<file path="src/rtl/uart_txstat_pkg.sv">
package uart_txstat_pkg;

    localparam int STAT_W   = 8;
    localparam int RXF_W    = 6;
    localparam int NFLAG    = 2;
    localparam int FIDX_TXE = 0;
    localparam int FIDX_TXC = 1;

    // Packed status byte, most significant field first
    typedef struct packed {
        logic             txe;
        logic             txc;
        logic [RXF_W-1:0] rx;
    } stat_byte_t;

    // Per-flag control bundle presented to a flag cell each cycle
    typedef struct packed {
        logic rd;    // status register read strobe
        logic act;   // a qualifying clear action
        logic set;   // cause of the flag is present
        logic drop;  // hardware condition forcing the flag low
    } flag_ctl_t;

    // True when a clear action is allowed to take effect
    function automatic logic clear_allowed(input logic rd, input logic flag, input logic armed);
        return flag & (armed | rd);
    endfunction

endpackage

</file>
<file path="src/rtl/txs_cause.sv">
module txs_cause
    import uart_txstat_pkg::*;
#(
    parameter int FILL_W = 5
) (
    input  logic                    clk,
    input  logic [FILL_W-1:0]       fill_level,
    input  logic [FILL_W-1:0]       watermark,
    input  logic                    shifter_busy,
    input  logic                    tx_en,
    input  logic                    stat_rd,
    input  logic                    data_wr,
    input  logic                    brk_req,
    output flag_ctl_t [NFLAG-1:0]   ctl
);

    logic tx_en_q;
    logic en_rise;
    logic at_or_below;
    logic buf_empty;

    // Previous enable level; a 0 -> 1 step queues a preamble
    always_ff @(posedge clk) begin
        tx_en_q <= tx_en;
    end

    always_comb begin
        en_rise     = tx_en & ~tx_en_q;
        at_or_below = (fill_level <= watermark);
        buf_empty   = (fill_level == '0);

        ctl[FIDX_TXE].rd   = stat_rd;
        ctl[FIDX_TXE].act  = data_wr;
        ctl[FIDX_TXE].set  = at_or_below;
        ctl[FIDX_TXE].drop = 1'b0;

        ctl[FIDX_TXC].rd   = stat_rd;
        ctl[FIDX_TXC].act  = data_wr | en_rise | brk_req;
        ctl[FIDX_TXC].set  = buf_empty & ~shifter_busy;
        ctl[FIDX_TXC].drop = shifter_busy;
    end

endmodule

</file>
<file path="src/rtl/txs_flag_cell.sv">
module txs_flag_cell
    import uart_txstat_pkg::*;
#(
    parameter logic RST_VAL = 1'b1
) (
    input  logic      clk,
    input  logic      rst,
    input  flag_ctl_t ctl,
    output logic      flag
);

    logic armed;
    logic clr;
    logic flag_d;
    logic armed_d;

    always_comb begin
        clr     = ctl.act & clear_allowed(ctl.rd, flag, armed);
        flag_d  = (clr | ctl.drop) ? 1'b0 : (flag | ctl.set);
        // Arm survives only while the flag stays up into the next cycle
        armed_d = flag_d & (armed | (ctl.rd & flag));
    end

    always_ff @(posedge clk) begin
        if (rst) begin
            flag  <= RST_VAL;
            armed <= 1'b0;
        end else begin
            flag  <= flag_d;
            armed <= armed_d;
        end
    end

endmodule

</file>
<file path="src/rtl/txs_pack.sv">
module txs_pack
    import uart_txstat_pkg::*;
(
    input  logic              txe,
    input  logic              txc,
    input  logic [RXF_W-1:0]  rx_flags,
    input  logic              txe_ie,
    input  logic              txc_ie,
    output logic [STAT_W-1:0] status,
    output logic              irq
);

    stat_byte_t sb;

    always_comb begin
        sb.txe = txe;
        sb.txc = txc;
        sb.rx  = rx_flags;
        status = sb;
        irq    = (txe & txe_ie) | (txc & txc_ie);
    end

endmodule

</file>
<file path="src/rtl/uart_tx_status.sv">
module uart_tx_status
    import uart_txstat_pkg::*;
#(
    parameter  int TXQ_DEPTH = 16,
    localparam int FILL_W    = $clog2(TXQ_DEPTH + 1)
) (
    input  logic              clk,
    input  logic              rst,
    input  logic [FILL_W-1:0] fill_level,
    input  logic [FILL_W-1:0] watermark,
    input  logic              shifter_busy,
    input  logic              tx_en,
    input  logic              stat_rd,
    input  logic              data_wr,
    input  logic              brk_req,
    input  logic [RXF_W-1:0]  rx_flags,
    input  logic              txe_ie,
    input  logic              txc_ie,
    output logic              txe_flag,
    output logic              txc_flag,
    output logic              irq,
    output logic [STAT_W-1:0] status
);

    flag_ctl_t [NFLAG-1:0] ctl;
    logic      [NFLAG-1:0] flags;

    txs_cause #(.FILL_W(FILL_W)) u_cause (
        .clk          (clk),
        .fill_level   (fill_level),
        .watermark    (watermark),
        .shifter_busy (shifter_busy),
        .tx_en        (tx_en),
        .stat_rd      (stat_rd),
        .data_wr      (data_wr),
        .brk_req      (brk_req),
        .ctl          (ctl)
    );

    for (genvar g = 0; g < NFLAG; g++) begin : g_flag
        txs_flag_cell #(.RST_VAL(1'b1)) u_cell (
            .clk  (clk),
            .rst  (rst),
            .ctl  (ctl[g]),
            .flag (flags[g])
        );
    end

    assign txe_flag = flags[FIDX_TXE];
    assign txc_flag = flags[FIDX_TXC];

    txs_pack u_pack (
        .txe      (txe_flag),
        .txc      (txc_flag),
        .rx_flags (rx_flags),
        .txe_ie   (txe_ie),
        .txc_ie   (txc_ie),
        .status   (status),
        .irq      (irq)
    );

endmodule

</file>
<file path="config.mk">
export PLATFORM = sky130hd
export DESIGN_NAME = uart_tx_status
export DESIGN_NICKNAME = d
export VERILOG_FILES = /design/src/rtl/uart_txstat_pkg.sv /design/src/rtl/txs_cause.sv /design/src/rtl/txs_flag_cell.sv /design/src/rtl/txs_pack.sv /design/src/rtl/uart_tx_status.sv
export SDC_FILE = /design/constraint.sdc
export NUM_CORES = 1
export LEC_CHECK = 0
export ABC_CLOCK_PERIOD_IN_PS = 1600
export BUFFER_PORTS_ARGS = -buffer_cell sky130_fd_sc_hd__buf_2
export CAP_MARGIN = 30
export CELL_PAD_IN_SITES_DETAIL_PLACEMENT = 1
export CELL_PAD_IN_SITES_GLOBAL_PLACEMENT = 2
export CORE_MARGIN = 2
export CORE_UTILIZATION = 18
export DETAILED_ROUTE_END_ITERATION = 12
export HOLD_SLACK_MARGIN = 0.1
export PLACE_DENSITY = 0.79
export SYNTH_ARGS = -nofsm -noshare
export SYNTH_HDL_FRONTEND = slang
export SYNTH_HIERARCHICAL = 1
export SYNTH_SLANG_ARGS = --single-unit
export TNS_END_PERCENT = 50
</file>
<file path="constraint.sdc">
create_clock -name clk -period 1.6 [get_ports clk]
set_input_delay 0.16 -clock clk [delete_from_list [all_inputs] [get_ports clk]]
set_output_delay 0.16 -clock clk [all_outputs]
set_load 0.01 [all_outputs]
</file>
== After elaboration in Yosys (flattened, before gate mapping) ==
Index checks and enable logic that the tools add are counted.
Cells by class
  order comparisons: 1
  multiplexer cells: 2
  bitwise logic cells: 24
  reductions and logical operators: 1
Operators with widths (number)
  $and A1 B1 Y1: 12
  $or A1 B1 Y1: 10
  $le A5 B5 Y1: 1
  $logic_not A5 Y1: 1
  $mux W1: 2
  $not A1 Y1: 2
Word-level totals
  register bits after elaboration: 5
  bits of input ports: 25
  output and inout bits: 11
  logic and storage cells: 33

== Depth between registers and ports, before layout ==
  depth after elaboration: 8
  mapped depth: 8
  gate-level depth less buffers: 7

== Cells and area by module ==
The synthesis kept the hierarchy.
Modules (own cells, without submodules)
  txs_cause: instances 1, cells each 30, area each 217.7 sq um, sequential area each 20.0 sq um
  txs_flag_cell: instances 2, cells each 7, area each 82.6 sq um, sequential area each 40.0 sq um
  txs_pack: instances 1, cells each 9, area each 68.8 sq um, sequential area each 0.0 sq um

== Least setup slack after synthesis ==
OpenSTA, ideal clock, no wires.
  path type: input -> register
  from: input watermark[4]
  to: register g_flag[0].u_cell.flag
  library setup time: 0.119 ns
  data arrival time: 1.185 ns
  data required time: 1.481 ns
  path slack: 0.296 ns
  cell stages on the path: 8
  path buffers: 1
  cell sequence: inv_1 > ha_1 > nand4_1 > o221ai_1 > o21ai_0 > buf_4 > o21bai_1 > o21bai_1
On the way
  longest elaborated chain between the ends: 3
Ends and longest elaborated chain
  start, declared: line uart_tx_status.sv:10  | input logic [FILL_W-1:0] watermark,
  $le A5 B5 Y1: line txs_cause.sv:29  | at_or_below = (fill_level <= watermark);
  via u_cause.at_or_below: line txs_cause.sv:19  | logic at_or_below;
  $or A1 B1 Y1: line txs_flag_cell.sv:19  | flag_d = (clr | ctl.drop) ? 1'b0 : (flag | ctl.set);
  $mux W1: line txs_flag_cell.sv:19
  end signal, assigned: line txs_flag_cell.sv:29  | flag <= flag_d;
  end, declared: line txs_flag_cell.sv:9  | output logic flag
The timed path passes the listed nets, and every way through them passes these cells.
A chain may end at the register's enable or synchronous reset.

==> flow_metrics.env <==
export IMPL_status="complete, no violations"
export IMPL_core_mm2=0.00243
export IMPL_multi_input_area_um2=220
export IMPL_cts_tree="yes"
export IMPL_row_count=18
export IMPL_grt_setup_unrepaired="false"
export IMPL_min_path_type="input port to register"
export IMPL_cts_sinks=5
export IMPL_grt_use_total=0.0840
export IMPL_syn_to_final_growth_pct=18.6
export IMPL_leakage_nw=0.285
export IMPL_syn_area_um2=452
export IMPL_viasPerCell=3.94
export IMPL_synth_largest_area_cell="buf_4"
export IMPL_cp_start_kind="input port"
export IMPL_io_buffers=23
export IMPL_antenna_found_initial=0
export IMPL_postCtsSetupRepairBufs=0
export IMPL_critPathKind="input port to register"
export IMPL_dieWidth_um=54.1
export IMPL_syn_mean_instance_area_um2=8.52
export IMPL_die_h_um=54.1
export IMPL_synth_seq_area_share=0.222
export IMPL_drive_gt1_frac=0.433
export IMPL_finalWorstSetupSlack_ns=0.453
export IMPL_cp_required_ns=1.72
export IMPL_max_stage_delay_ns=0.30
export IMPL_ant_nets=0
export IMPL_setup_violations=0
export IMPL_postSynthCellCount=53
export IMPL_cp_cell_sequence="buf_2, ha_1, nand4_1, o221ai_1, o21ai_0, o21bai_1, o21bai_1"
export IMPL_timing_critical_path_fanout_max=3
export IMPL_powerDensity_mw_per_mm2=709
export IMPL_layout_common_cells="buf_2, inv_1, dfxtp_1, ha_1"
export IMPL_drc=0
export IMPL_fin_skew_ns=0.0000312
export IMPL_final_hold_viol_count=0
export IMPL_cap_violations=0
export IMPL_dp_cells=92
export IMPL_drt_total_wl_um=1000
export IMPL_drv_slew=0
export IMPL_crit_slowest_cell="ha_1"
export IMPL_worstSkewPairLatency_ns=0.24
export IMPL_start_util=0.186
export IMPL_grt_max_degree=7
export IMPL_clockRootBuffer="clkbuf_4"
export IMPL_ys_ff_latch=5
export IMPL_finalCritPeriodShare=0.717
export IMPL_regArea_um2=100
export IMPL_synth_area_leaders="buf_4, dfxtp_1, ha_1"
export IMPL_nFillCells=310
export IMPL_cp_common_cell="o21bai_1"
export IMPL_yosysUniqueCellTypes=17
export IMPL_grt_pass1_wl_um=1630
export IMPL_min_period_ns=1.15
export IMPL_drt_wirelength_per_cell_um=10.3
export IMPL_die_area_mm2=0.00293
export IMPL_io_pin_count=36
export IMPL_cts_max_level=1
export IMPL_vias=382
export IMPL_clockBufferDepth=2
export IMPL_numCtsBuffers=3
export IMPL_crit_arrival_ns=1.27
export IMPL_yosys_area_top_type_share=0.233
export IMPL_gp_congestion=0.728
export IMPL_critPathCaptureType="register"
export IMPL_fin_nets=98
export IMPL_fmax_ghz=0.872
export IMPL_ir_worst_vdd_mv=0.255
export IMPL_yosysWarningCount=6
export IMPL_layout_commonest_cell="buf_2"
export IMPL_path_clk_slew_ns=0.04
export IMPL_syn_num_nets=83
export IMPL_grt_overflow_total=0
export IMPL_pre_cts_ws_ns=0.177
export IMPL_first_pass_iters=4
export IMPL_grt_pass1_vias=404
export IMPL_drtIter0Drc=2
export IMPL_r2r_setup_slack_ns=0.76
export IMPL_tns_ns=0
export IMPL_num_antenna_cells=0
export IMPL_dp_hpwl_um=899
export IMPL_fin_cells=97
export IMPL_power_w=0.000380
==> cell families after synthesis <==
family,after synthesis,share of synthesized area
AOI/OAI and AO/OA,14,0.216
adders and majority gates,5,0.139
buffers and inverters,21,0.291
DFF,5,0.222
other,1,0.00830
and+or+nand+nor,7,0.125
==> worst max-delay path, delay by kind of cell <==
family	cells	cell delay (ns)
buffers and inverters	1	0.11
and+or+nand+nor	1	0.10
AOI/OAI and AO/OA	4	0.59
adders and majority gates	1	0.30
==> path summary, 6_finish.rpt <==
check | start | endpoint | depth (start not counted)
setup / recovery | fill_level[4] | g_flag[0].u_cell/flag | 7
hold / removal | rst | g_flag[1].u_cell/armed | 2
setup reg to reg | g_flag[0].u_cell/armed | g_flag[0].u_cell/armed | 2
hold reg to reg | g_flag[1].u_cell/armed | g_flag[1].u_cell/armed | 2
==> cells in the mapped netlist <==
cell / n
a22o_1: 1
o211a_1: 2
nand2_1: 1
nor2_1: 1
nor4_2: 2
nand4_1: 1
conb_1: 1
dfxtp_1: 5
ha_1: 5
a21oi_1: 4
or4_1: 1
o221ai_1: 1
buf_4: 14
o21bai_1: 4
o21ai_0: 2
nor3_2: 1
inv_1: 7
==> final cells by class <==
type / instances / area share
Sequential cell: 5 / 0.187
Inverter: 7 / 0.0491
Multi-Input combinational cell: 27 / 0.411
Clock buffer: 4 / 0.0491
Tap cell: 30 / 0.0701
Timing Repair Buffer: 24 / 0.234
==> layer usage <==
metal | vias up | part of all wire | track usage
met5 | - | 0 | 0
met4 | 0 | 0.0050 | 0.0750
met3 | 2 | 0.10 | 0.0333
met2 | 21 | 0.48 | 0.140
met1 | 162 | 0.41 | 0.0788
li1 | 197 | - | -
==> state kept, by name, summed over array words and instances (netlist names) <==
name                 count
g_flag.u_cell/armed      2
g_flag.u_cell/flag       2
u_cause/tx_en_q          1
==> stage by stage <==
step | hold slack, ns | utilization | cell area [um^2]
CTS | 0.141 | 0.220 | 536
finish | 0.149 | 0.220 | 536
detailed placement | 0.289 | 0.205 | 499
global placement | 0.277 | 0.205 | 499
floorplan | 0.188 | - | 452
global route | 0.147 | 0.220 | 536
==> power by group <==
group	internal (W)	switching (W)	total [W]	leakage, nW
Clock	0.0000942	0.0000508	0.000145	0.0150
Sequential	0.000133	0.00000779	0.000140	0.0415
Combinational	0.0000490	0.0000455	0.0000945	0.228
==> repair_timing <==
| action | 4_1_cts | 5_1_grt |
|---|---|---|
| hold buffers | 1 | 0 |
| gates resized for setup | 0 | 0 |
| hold endpoints to repair | 1 | 0 |
Note: power is estimated with default switching activity, not from simulation.
